[config.mk]
export PLATFORM = sky130hd
export DESIGN_NAME = flash_opbuf_seq
export DESIGN_NICKNAME = d
export VERILOG_FILES = /design/src/rtl/flash_opbuf_seq.sv
export SDC_FILE = /design/constraint.sdc
export NUM_CORES = 1
export LEC_CHECK = 0
export BUFFER_PORTS_ARGS = -buffer_cell sky130_fd_sc_hd__buf_2
export CORE_AREA = 3 3 269 271
export DETAILED_ROUTE_END_ITERATION = 8
export DIE_AREA = 0 0 272 274
export MAX_ROUTING_LAYER = met4
export SYNTH_ARGS = -nofsm -noshare
export SYNTH_HDL_FRONTEND = slang
export SYNTH_SLANG_ARGS = --single-unit
[constraint.sdc]
create_clock -name clk -period 6.86 [get_ports clk]
set_input_delay 2.058 -clock clk [delete_from_list [all_inputs] [get_ports clk]]
set_output_delay 2.058 -clock clk [all_outputs]
set_load 0.01 [all_outputs]
[src/rtl/flash_opbuf_seq.sv]
module flash_opbuf_seq #(
  parameter int DEPTH = 64
) (
  input  logic        clk,
  input  logic        rst_n,
  input  logic        cmd_valid,
  output logic        cmd_ready,
  input  logic [7:0]  cmd_op,
  input  logic [23:0] cmd_addr,
  input  logic [31:0] cmd_arg,
  input  logic        dat_valid,
  input  logic [7:0]  dat_byte,
  output logic        dat_ready,
  output logic        rsp_valid,
  output logic        rsp_ack,
  output logic [23:0] fl_addr,
  output logic [7:0]  fl_data,
  output logic        fl_we,
  input  logic        fl_ready,
  input  logic        us_tick,
  output logic [15:0] buf_size,
  output logic [23:0] max_block
);
  localparam int PW = $clog2(DEPTH + 1);
  localparam int IW = $clog2(DEPTH);
  localparam logic [7:0] OP_CLR = 8'h0B, OP_ONE = 8'h0C, OP_BLK = 8'h0D,
                         OP_DLY = 8'h0E, OP_RUN = 8'h0F;

  typedef enum logic [3:0] {S_IDLE, S_HDR, S_DAT, S_XOP, S_XARG, S_XDEC, S_XWR, S_XDLY} st_t;

  st_t            st;
  logic [7:0]     mem [DEPTH];
  logic [PW-1:0]  cnt, idx;
  logic [7:0]     op;
  logic [55:0]    hdr;
  logic [2:0]     hn, k;
  logic [31:0]    rem;
  logic [23:0]    fa;
  logic [33:0]    need;
  logic           fits, mem_we;
  logic [IW-1:0]  mem_wa;
  logic [7:0]     mem_wd, rd_byte;

  assign buf_size  = 16'(DEPTH);
  assign max_block = 24'(DEPTH - 7);
  assign cmd_ready = (st == S_IDLE);
  assign dat_ready = (st == S_DAT);
  assign rd_byte   = mem[idx[IW-1:0]];
  assign need      = (cmd_op == OP_BLK) ? 34'd7 + 34'(cmd_arg[23:0]) : 34'd5;
  assign fits      = (34'(cnt) + need) <= 34'(DEPTH);
  assign mem_we    = (st == S_HDR) || (st == S_DAT && dat_valid);
  assign mem_wa    = IW'(cnt + idx);
  assign mem_wd    = (st == S_HDR) ? hdr[7:0] : dat_byte;

  always_ff @(posedge clk)
    if (mem_we) mem[mem_wa] <= mem_wd;

  always_ff @(posedge clk) begin
    if (!rst_n) begin
      st <= S_IDLE; cnt <= '0; idx <= '0; op <= '0; hdr <= '0; hn <= '0; k <= '0;
      rem <= '0; fa <= '0; rsp_valid <= 1'b0; rsp_ack <= 1'b0;
      fl_we <= 1'b0; fl_addr <= '0; fl_data <= '0;
    end else begin
      rsp_valid <= 1'b0;
      fl_we     <= 1'b0;
      case (st)
        S_IDLE: if (cmd_valid) begin
          op <= cmd_op; idx <= '0;
          case (cmd_op)
            OP_CLR: begin cnt <= '0; rsp_valid <= 1'b1; rsp_ack <= 1'b1; end
            OP_RUN: st <= S_XOP;
            OP_ONE, OP_DLY: if (fits) begin
              hdr <= (cmd_op == OP_ONE) ? {16'b0, cmd_arg[7:0], cmd_addr, cmd_op}
                                        : {16'b0, cmd_arg, cmd_op};
              hn <= 3'd5; st <= S_HDR;
            end else begin rsp_valid <= 1'b1; rsp_ack <= 1'b0; end
            OP_BLK: if (fits && cmd_arg[23:0] != 24'd0) begin
              hdr <= {cmd_addr, cmd_arg[23:0], cmd_op};
              hn <= 3'd7; rem <= {8'b0, cmd_arg[23:0]}; st <= S_HDR;
            end else begin rsp_valid <= 1'b1; rsp_ack <= 1'b0; end
            default: begin rsp_valid <= 1'b1; rsp_ack <= 1'b0; end
          endcase
        end
        S_HDR: begin
          hdr <= hdr >> 8;
          idx <= idx + 1'b1;
          if (idx == PW'(hn - 3'd1)) begin
            if (op == OP_BLK) st <= S_DAT;
            else begin
              cnt <= cnt + PW'(hn); rsp_valid <= 1'b1; rsp_ack <= 1'b1; st <= S_IDLE;
            end
          end
        end
        S_DAT: if (dat_valid) begin
          idx <= idx + 1'b1;
          rem <= rem - 1'b1;
          if (rem == 32'd1) begin
            cnt <= cnt + idx + 1'b1; rsp_valid <= 1'b1; rsp_ack <= 1'b1; st <= S_IDLE;
          end
        end
        S_XOP: if (idx == cnt) begin
          cnt <= '0; rsp_valid <= 1'b1; rsp_ack <= 1'b1; st <= S_IDLE;
        end else begin
          op <= rd_byte; idx <= idx + 1'b1; k <= '0; st <= S_XARG;
        end
        S_XARG: begin
          hdr <= {rd_byte, hdr[55:8]};
          idx <= idx + 1'b1;
          k   <= k + 1'b1;
          if (k == ((op == OP_BLK) ? 3'd5 : 3'd3)) st <= S_XDEC;
        end
        S_XDEC: case (op)
          OP_ONE: begin fa <= hdr[47:24]; rem <= 32'd1; st <= S_XWR; end
          OP_BLK: begin fa <= hdr[55:32]; rem <= {8'b0, hdr[31:8]}; st <= S_XWR; end
          default: begin
            rem <= hdr[55:24];
            st  <= (hdr[55:24] == 32'd0) ? S_XOP : S_XDLY;
          end
        endcase
        S_XWR: if (fl_ready && !fl_we) begin
          fl_we   <= 1'b1;
          fl_addr <= fa;
          fl_data <= (op == OP_BLK) ? rd_byte : hdr[55:48];
          if (op == OP_BLK) idx <= idx + 1'b1;
          fa  <= fa + 1'b1;
          rem <= rem - 1'b1;
          if (rem == 32'd1) st <= S_XOP;
        end
        S_XDLY: if (us_tick) begin
          rem <= rem - 1'b1;
          if (rem == 32'd1) st <= S_XOP;
        end
        default: st <= S_IDLE;
      endcase
    end
  end

  p_strobe_on_ready_r10: assert property (@(posedge clk) disable iff (!rst_n)
    fl_we |-> $past(fl_ready));
  p_no_overflow_r7: assert property (@(posedge clk) disable iff (!rst_n)
    cnt <= PW'(DEPTH));
  p_refuse_keeps_r7: assert property (@(posedge clk) disable iff (!rst_n)
    (rsp_valid && !rsp_ack) |-> $stable(cnt));
  p_run_empties_r6: assert property (@(posedge clk) disable iff (!rst_n)
    (st == S_XOP && idx == cnt) |=> (cnt == '0 && rsp_valid && rsp_ack));
  p_quiet_idle_r1: assert property (@(posedge clk) disable iff (!rst_n)
    (st == S_IDLE) |-> !fl_we);
  p_tick_only_r4: assert property (@(posedge clk) disable iff (!rst_n)
    (st == S_XDLY && !us_tick) |=> $stable(rem));
endmodule

# Word level (Yosys, flattened, before mapping)
# Memory sizes are Yosys's and may differ from the RTL's. A register that Yosys moved wholly into a read port is not among the register bits.
# Index checks and enable logic that the tools add are counted.
[word_totals] elab_cells=183 inputBits=78 ff_bits=179 ram_bits=512 output_inout_bits=77 n_memories=1
[mem_list] memory="mem" words=64 word_bits=8 read_ports=1 rd_ports_with_merged_regs=1 write_ports=1 line="32" rtl="logic [7:0] mem [DEPTH];"
[classes] n_lt_le_gt_ge=1 mux=84 n_eq_ne=42 add_sub_neg=10 reduce_logical=31
[ops] op="2-to-1 mux 32 bit" n=6
[ops] op="2-to-1 mux 56 bit" n=3
[ops] op="one-hot mux 56 bit (3 select lines)" n=1
[ops] op="one-hot mux 32 bit (5 select lines)" n=1
[ops] op="one-hot mux 56 bit (2 select lines)" n=1
[ops] op="one-hot mux 24 bit (2 select lines)" n=2
[ops] op="2-to-1 mux 7 bit" n=12
[ops] op="one-hot mux 32 bit (2 select lines)" n=1
[ops] op="== test 8 x 4 -> 1 bit (second input constant)" n=7
[ops] op="2-to-1 mux 4 bit" n=10
[ops] op="2-to-1 mux 40 bit" n=1
[ops] op="one-hot mux 7 bit (5 select lines)" n=1
[ops] op="== test 32 x 1 -> 1 bit (second input constant)" n=1
[ops] op="zero test 32 bit" n=1
[ops] op="2-to-1 mux 8 bit" n=4
[ops] op="one-hot mux 4 bit (8 select lines)" n=1
[ops] op="subtractor 32 x 1 -> 32 bit (second input constant)" n=1
[ops] op="one-hot mux 7 bit (4 select lines)" n=1
[ops] op="adder 7 x 25 -> 26 bit" n=1
[ops] op="<= comparator 26 x 7 -> 1 bit (second input constant)" n=1
[ops] op="adder 3 x 24 -> 25 bit (first input constant)" n=1
[ops] op="2-to-1 mux 25 bit" n=1
[ops] op="adder 24 x 1 -> 24 bit (second input constant)" n=1
[ops] op="2-to-1 mux 24 bit" n=1
[ops] op="42 further kinds" n=107

# Depth between registers and ports, before layout
# Gate-level depths: netlist of the first run.
[logic_depth] ltp_word=9 mapped_depth=22 ltp_nobuf=17

# Least setup slack after synthesis of the first run
# OpenSTA, ideal clock, no wires.
[synth_path] kind="input to register" startpoint="in cmd_op[4]" endpoint="reg hdr[40]" path_buffers=4 arrival_ns=6.169 setup_time_ns=0.086 cell_stages=19 t_required_ns=6.774 path_slack_ns=0.605 path_cell_list="nor4b_1 nor2b_1 nand3_1 clkbuf_1 nor2_1 fa_1 nand3_1 a21boi_0 o21ai_0 a2111oi_4 nor4b_4 mux2i_1 a2111oi_4 and4_1 buf_4 or2_4 buf_6 buf_4 a211oi_1"
[synth_via] elab_chain_len=7 elab_cells_between_ends=15 classes_between="add/sub: 1; order compare: 1; eq/ne: 6; mux: 4; reduce/logical: 3"
[synth_rtl] item="start, declared" line="8" rtl="input logic [7:0] cmd_op,"
[synth_rtl] item="== test 8 x 4 -> 1 bit" line="49, 69"
[synth_rtl] item="2-to-1 mux 25 bit" line="49" rtl="assign need = (cmd_op == OP_BLK) ? 34'd7 + 34'(cmd_arg[23:0]) : 34'd5;"
[synth_rtl] item="adder 7 x 25 -> 26 bit" line="50" rtl="assign fits = (34'(cnt) + need) <= 34'(DEPTH);"
[synth_rtl] item="<= comparator 26 x 7 -> 1 bit" line="50"
[synth_rtl] item="logical AND 1 bit" line="77" rtl="OP_BLK: if (fits && cmd_arg[23:0] != 24'd0) begin"
[synth_rtl] item="inequality test 3 x 2 -> 1 bit (no source line)"
[synth_rtl] item="AND reduction 5 bit (no source line)"
[synth_rtl] item="end signal, assigned" line="73" rtl="hdr <= (cmd_op == OP_ONE) ? {16'b0, cmd_arg[7:0], cmd_addr, cmd_op}"
[synth_rtl] item="end signal, assigned" line="78" rtl="hdr <= {cmd_addr, cmd_arg[23:0], cmd_op};"
[synth_rtl] item="end signal, assigned" line="85" rtl="hdr <= hdr >> 8;"
[synth_rtl] item="end, declared" line="35" rtl="logic [55:0] hdr;"
# Parallel ways exist; a longest one is shown, timed or not. The select of a mux whose other input is x is not followed.
# A chain may end at the register's enable or synchronous reset.

# Final worst setup path of the first run
[layout_path] startpoint="in cmd_op[4]" endpoint="reg hdr[1]"
# Same word-level chain as after synthesis.

==> results of run 1 <==
==> how the worst min path moves through the flow <==
stage	start	to	slack, ns	cells after the start
final	fl_addr[6]$_SDFFE_PN0P_	fl_addr[6]$_SDFFE_PN0P_	0.45	2
after global routing	fl_addr[13]$_SDFFE_PN0P_	fl_addr[13]$_SDFFE_PN0P_	0.48	2
after CTS	fl_addr[20]$_SDFFE_PN0P_	fl_addr[20]$_SDFFE_PN0P_	0.45	2
after detailed placement	fl_addr[20]$_SDFFE_PN0P_	fl_addr[20]$_SDFFE_PN0P_	0.44	2
after global placement	fl_addr[8]$_SDFFE_PN0P_	fl_addr[8]$_SDFFE_PN0P_	0.44	2
after floorplan	fa[10]$_SDFFE_PN0P_	fl_addr[10]$_SDFFE_PN0P_	0.44	2
==> flip-flops by register name, summed over array words and instances, names as in the netlist, named ones only <==
| name | cells |
|---|---|
| mem | 512 |
| k | 3 |
| rsp_ack | 1 |
| fl_addr | 24 |
| op | 8 |
| fl_we | 1 |
| fl_data | 8 |
| idx | 7 |
| rem | 32 |
| st | 3 |
| hdr | 56 |
| rsp_valid | 1 |
| hn | 2 |
| cnt | 7 |
| fa | 24 |
==> stage by stage <==
stage	setup WS (ns)	TNS, ns	hold slack [ns]	power, mW
after floorplan	0.605	0	0.437	5.50
after global placement	-0.688	-51.86	0.443	5.88
after detailed placement	-0.811	-62.16	0.444	5.89
after CTS	0.188	0	0.452	9.77
after global routing	0.0320	0	0.478	10.0
final	0.403	0	0.449	9.71
==> layer usage <==
layer	track usage, %	wire length, µm	vias up
met1	35.4	40700	11600
li1	-	-	10200
met4	9.76	3940	0
met2	43.4	47800	1006
met3	4.17	6480	232
met5	-	0	-
==> logic make-up (layout without fill, tap and decap cells) <==
group,Yosys count,in the layout,share of synthesized area [%]
simple gates,856,856,12.0
flops,695,695,57.8
compound gates,506,506,10.3
mux,248,248,13.9
buf+inv,247,322,3.50
xor+xnor,46,46,1.22
fa+ha+maj,29,29,1.17
other cells,2,43,0.0228
==> power by group through the flow <==
stage          Combinational, mW  Clock [mW]  Sequential [mW]
2_1_floorplan              0.750           0             4.75
3_3_place_gp                1.06           0             4.82
3_5_place_dp                1.07           0             4.82
4_1_cts                     1.08        3.96             4.73
5_1_grt                     1.17        4.14             4.74
6_report                    1.08        3.90             4.73
==> worst max-delay path, stage by stage <==
cell and delay (ns):
buf_2 0.12, nor4b_4 0.44, buf_4 0.19, nor2b_1 0.32, nand3_1 0.32, nor2_1 0.28
fa_1 0.26, nand3_1 0.09, a21boi_0 0.22, o21ai_0 0.23, a2111oi_4 0.44, nor4b_4 0.34
mux2i_1 0.17, a2111oi_4 0.42, and4_1 0.42, buf_4 0.26, nor3_1 0.06, a311oi_1 0.29
==> cell type report <==
| cell class | count | area, µm² | share of cell area, % |
|---|---|---|---|
| tap | 940 | 1180 | 3.21 |
| timing repair buffer | 170 | 1070 | 2.91 |
| antenna | 3 | 7.51 | 0.0205 |
| clock inverter | 28 | 338 | 0.921 |
| sequential | 695 | 19000 | 51.9 |
| clock buffer | 103 | 2020 | 5.51 |
| multi-input combinational | 1725 | 12900 | 35.3 |
| inverter | 21 | 80.1 | 0.218 |
==> synthesized netlist by cell type (all sizes together), types with 6 or more instances <==
cell | number | share of area, %
inv | 21 | 0.24
ha | 26 | 0.99
edfxtp | 512 | 47
nor2b | 10 | 0.19
nand2 | 324 | 3.7
xor2 | 20 | 0.53
a311oi | 13 | 0.35
a222oi | 10 | 0.30
mux4 | 168 | 11
nor2 | 197 | 2.2
a21boi | 6 | 0.14
a22oi | 26 | 0.59
and2 | 19 | 0.36
a21oi | 128 | 1.9
nor3b | 7 | 0.16
nor4 | 33 | 0.67
a211oi | 51 | 1.2
nand3 | 102 | 1.6
nor3 | 55 | 0.85
or3 | 9 | 0.17
clkbuf | 143 | 1.6
o21ai | 106 | 1.6
nand2b | 14 | 0.27
a21o | 8 | 0.18
o31ai | 20 | 0.46
mux2i | 79 | 2.4
a31oi | 19 | 0.36
and3 | 29 | 0.55
nand4 | 27 | 0.51
o211ai | 28 | 0.64
o2111ai | 16 | 0.43
buf | 83 | 1.6
dfxtp | 183 | 11
xnor2 | 26 | 0.69
o22ai | 16 | 0.30
==> what timing repair did <==
| action | CTS | global route |
|---|---|---|
| setup endpoints to repair | 63 | 54 |
| hold endpoints to repair | 0 | 0 |
| resized for setup | 1 | 1 |
| cloned | 0 | 0 |
==> results.sh, run 1 <==
export IMPL_insertion_delay_ns=0.64
export IMPL_intPower_mw=7.20
export IMPL_drc_errors=3
export IMPL_hold_path_class="reg -> reg"
export IMPL_dieWidth_um=272
export IMPL_rr_worst_depth=13
export IMPL_netlist_instances=2629
export IMPL_ir_drop_uv=322
export IMPL_crit_type="in -> reg"
export IMPL_fillers=5975
export IMPL_dieArea_um2=74500
export IMPL_p_switching_mw=2.51
export IMPL_yosys_warnings=0
export IMPL_ctsHoldBuffers=0
export IMPL_clock_sinks=695
export IMPL_row_count=97
export IMPL_fin_nets=2794
export IMPL_setup_worst_path_end_class="register"
export IMPL_gp_congestion=0.953
export IMPL_ys_seq_elements=695
export IMPL_r2r_end="hdr[1]$_SDFFE_PN0P_"
export IMPL_grt_use_total_pct=27.1
export IMPL_grt_pass1_vias=22300
export IMPL_root_buffer="clkbuf_16"
export IMPL_start_kind="primary input"
export IMPL_seqPwrFrac_pct=48.7
export IMPL_power_density_nw_per_um2=265
export IMPL_p_comb_share_pct=11.1
export IMPL_synth_edf_count=512
export IMPL_finalSetupViolations=0
export IMPL_cp_required_ns=7.36
export IMPL_max_cap_violations=0
export IMPL_cts_tree="built"
export IMPL_worst_slew_pin_slew_ns=1.36
export IMPL_outcome="complete, but fails checks"
export IMPL_fmax_mhz=155
export IMPL_htreeDepth=3
export IMPL_max_slew_margin_rel_pct=9.03
export IMPL_r2r_start="cnt[0]$_SDFFE_PN0P_"
export IMPL_hold_violations=0
export IMPL_final_util_pct=52.4
export IMPL_ant_nets=0
export IMPL_antenna_found_initial=4
export IMPL_drt_total_wl_um=98900
export IMPL_crit_fanout=11
export IMPL_cp_arrival_ns=6.96
export IMPL_grt_max_degree=84
export IMPL_layout_common_cells="512 x edfxtp_1, 315 x nand2_1, 196 x nor2_1"
export IMPL_hpwl_um=66100
export IMPL_clkPwrFrac_pct=40.1
export IMPL_rsz0062_at_grt="no"
export IMPL_cts_buffers=74
export IMPL_syn_area_um2=32900
export IMPL_grt_remaining_overflow=0
export IMPL_final_cell_area_um2=36700
export IMPL_postCtsSetupRepairBufs=0
export IMPL_wl_per_cell_um=26.8
export IMPL_io_buffers=114
export IMPL_grt_pass1_wl_um=147000
export IMPL_dr_pass1_iters=9
export IMPL_ctsLongestPathBuffers=3
export IMPL_clk_pin_slew_ns=0.06
export IMPL_coreArea_um2=70000
export IMPL_viasPerCell=6.25
export IMPL_p_leak_nw=12.2
export IMPL_yosysSeqAreaShare_pct=57.8
export IMPL_async_flop_share_pct=0
export IMPL_instances_no_fill=3685
export IMPL_synth_distinct_cells=85
export IMPL_switching_share_pct=25.8
export IMPL_die_y_um=274
export IMPL_num_vias=23000
export IMPL_regToRegSetupSlack_ns=2.93
export IMPL_fin_crit_ns=6.46
export IMPL_period_share_pct=94.1
export IMPL_place_inst=3551
export IMPL_cp_endpoint="hdr[1]$_SDFFE_PN0P_"
export IMPL_io_pins=155
export IMPL_fin_worst_skew_ns=0.0361
export IMPL_syn_area_per_cell_um2=12.5
export IMPL_area_growth_syn_to_layout_pct=11.4
export IMPL_synthFlopType="edfxtp_1"
export IMPL_failed_checks="DRC"
export IMPL_place_area_um2=34300
export IMPL_final_common_cell="edfxtp_1"
export IMPL_start_util_pct=47.0
export IMPL_drv_slew=0
export IMPL_drt_iter0_drc=2510
export IMPL_crit_start="cmd_op[4]"
export IMPL_layout_drive_gt1_share_pct=17.4
Note: power is estimated with default switching activity, not from simulation.
==> inputs of run 2 (changes only) <==
--- a/config.mk
+++ b/config.mk
@@ -7,7 +7,7 @@
 export LEC_CHECK = 0
 export BUFFER_PORTS_ARGS = -buffer_cell sky130_fd_sc_hd__buf_2
-export CORE_AREA = 3 3 269 271
+export CORE_AREA = 3 3 291 293
 export DETAILED_ROUTE_END_ITERATION = 8
-export DIE_AREA = 0 0 272 274
+export DIE_AREA = 0 0 294 296
 export MAX_ROUTING_LAYER = met4
 export SYNTH_ARGS = -nofsm -noshare
==> constraint.sdc (replaced) <==
create_clock -name clk -period 6.86 [get_ports clk]
set_input_delay 1.372 -clock clk [delete_from_list [all_inputs] [get_ports clk]]
set_output_delay 1.372 -clock clk [all_outputs]
set_load 0.01 [all_outputs]
==> run 2 against run 1 <==
The run now ends clean. Setup slack improved by 0.71 ns. Flip-flop and latch count unchanged. Highest routed layer unchanged. First-iteration DRC count grew 1.8%. Design area up 0.77%. Sequential power about the same. Sequential share of layout area is 0.40 points lower. Combinational power barely moved. Clock skew is 0.026 ns higher. Die area increased by 17%. Clock-buffer cell count fell by 1. Register-to-register slack worse by 0.54 ns.
==> results.sh, run 2 (synthesis gave the netlist of run 1 again) <==
export IMPL_max_slew_margin_rel_pct=13.7
export IMPL_slowest_delay_ns=0.52
export IMPL_row_count=105
export IMPL_antenna_found_initial=2
export IMPL_slowest_stage="nor4b_1"
export IMPL_drc_errors=0
export IMPL_max_cap_violations=0
export IMPL_drt_iter0_drc=2555
export IMPL_drt_total_wl_um=101000
export IMPL_hpwl_um=68800
export IMPL_ctsHoldBuffers=0
export IMPL_crit_type="in -> reg"
export IMPL_wl_per_cell_um=26.4
export IMPL_crit_fanout=31
export IMPL_grt_pass1_wl_um=149000
export IMPL_period_share_pct=83.7
export IMPL_final_cell_area_um2=37000
export IMPL_io_buffers=114
export IMPL_grt_remaining_overflow=0
export IMPL_root_buffer="clkbuf_16"
export IMPL_switching_share_pct=25.7
export IMPL_dr_pass1_iters=9
export IMPL_ctsLongestPathBuffers=3
export IMPL_hold_violations=0
export IMPL_postCtsSetupRepairBufs=0
export IMPL_dieWidth_um=294
export IMPL_layout_drive_gt1_share_pct=17.5
export IMPL_fin_worst_skew_ns=0.0626
export IMPL_clk_pin_slew_ns=0.06
export IMPL_die_y_um=296
export IMPL_rsz0062_at_grt="no"
export IMPL_fin_hold_ws_ns=0.451
export IMPL_seqPwrFrac_pct=47.8
export IMPL_p_comb_share_pct=11.2
export IMPL_cts_resized_gates=0
export IMPL_dieArea_um2=87000
export IMPL_viasPerCell=6.06
export IMPL_crit_chain="buf_2 > nor4b_1 > buf_4 > nor2b_1 > buf_4 > and3_1 > nand3_1 > ha_1 > nand3_1 > a21boi_0 > o21ai_0 > a2111oi_4 > nor4b_4 > mux2i_1 > a2111oi_4 > and4_1 > or2_4 > buf_12 > mux2i_1"
export IMPL_p_switching_mw=2.54
export IMPL_setup_worst_path_end_class="register"
export IMPL_start_kind="primary input"
export IMPL_worst_slew_pin_slew_ns=1.29
export IMPL_power_density_nw_per_um2=268
export IMPL_hold_path_class="reg -> reg"
export IMPL_io_pins=155
export IMPL_start_util_pct=40.1
export IMPL_top_regs="mem: 512 flops, hdr: 56 flops, rem: 32 flops"
export IMPL_pre_cts_ws_ns=0.467
export IMPL_finalSetupViolations=0
export IMPL_largest_reg_flops=512
export IMPL_grt_pass1_vias=22300
export IMPL_ant_nets=0
export IMPL_final_common_cell="edfxtp_1"
export IMPL_cts_buffers=74
export IMPL_ir_drop_uv=227
export IMPL_intPower_mw=7.36
export IMPL_area_growth_syn_to_layout_pct=12.3
export IMPL_total_power_mw=9.90
export IMPL_grt_max_degree=86
export IMPL_cp_required_ns=7.40
export IMPL_cp_arrival_ns=6.28
export IMPL_fin_nets=2795
export IMPL_worst_slack_ns=1.11
export IMPL_p_leak_nw=12.2
export IMPL_insertion_delay_ns=0.65
export IMPL_clock_sinks=695
export IMPL_fin_crit_ns=5.75
export IMPL_num_vias=23100
export IMPL_drv_slew=0
export IMPL_htreeDepth=3
export IMPL_setup_tns_ns=0
export IMPL_coreArea_um2=82100
export IMPL_place_area_um2=34500
export IMPL_fmax_mhz=174
export IMPL_gp_congestion=0.933
export IMPL_cts_tree="built"
export IMPL_layout_common_cells="512 x edfxtp_1, 315 x nand2_1, 196 x nor2_1"
export IMPL_outcome="completed"
export IMPL_largest_register="mem"
export IMPL_grt_use_total_pct=23.6
export IMPL_clkPwrFrac_pct=41.0
[run 2: cell types whose count changed in the layout (fill, tap and decap cells not counted), sizes merged]
cell,previous run,this run
diode,3,1
buf,170,171
clkbuf,103,102
bufinv,3,7
clkinvlp,2,3
clkinv,22,18
[run 2: layout make-up]
cell class,instances,area (µm²)
fillers,7341,45100
flip-flops and latches,695,19000
clock buffers,102,2020
diodes,1,2.50
repair buffers,171,1090
inverters,21,80.1
multi-input cells,1725,12900
clock inverters,29,463
well taps,1070,1340
[run 2: layer usage]
metal	share of wire [%]	wire, µm	GRT usage (%)	vias to the layer above
met1	42	42400	31.9	11700
met2	47	47800	37.0	1106
met5	0	0	-	-
met4	2.6	2660	6.38	0
met3	7.9	7940	3.88	154
li1	-	-	-	10200
[run 2: worst paths after layout]
check	slack [ns]	endpoint	cells after the start	startpoint
worst max-delay path	1.11	hdr[12]$_SDFFE_PN0P_	19	cmd_op[4]
worst min-delay path	0.45	fl_addr[21]$_SDFFE_PN0P_	2	fl_addr[21]$_SDFFE_PN0P_
worst max register to register	2.39	mem[26][5]$_DFFE_PP_	8	st[1]$_SDFFE_PN0P_
worst min register to register	0.45	fl_addr[21]$_SDFFE_PN0P_	2	fl_addr[21]$_SDFFE_PN0P_
[run 2: metrics by stage]
stage | utilization [%] | instances
3_3_place_gp | 42.0 | 3682
6_report | 45.0 | 3814
4_1_cts | 45.0 | 3813
2_1_floorplan | - | 2667
3_5_place_dp | 42.0 | 3682
5_1_grt | 45.0 | 3814
[run 2: critical path: cells and delay by family]
family	cells	cell delay [ns]
buffers and inverters	4	0.73
muxes	2	0.38
adders and majority gates	1	0.37
AOI/OAI and AO/OA	4	1.38
and+or+nand+nor	8	2.04
[run 2: power by group through the flow]
stage / clock network [mW] / registers [mW] / logic [mW]
after floorplan: 0 / 4.75 / 0.750
after global placement: 0 / 4.81 / 1.08
after detailed placement: 0 / 4.82 / 1.09
after CTS: 4.13 / 4.73 / 1.10
after global routing: 4.28 / 4.74 / 1.19
final: 4.06 / 4.73 / 1.10
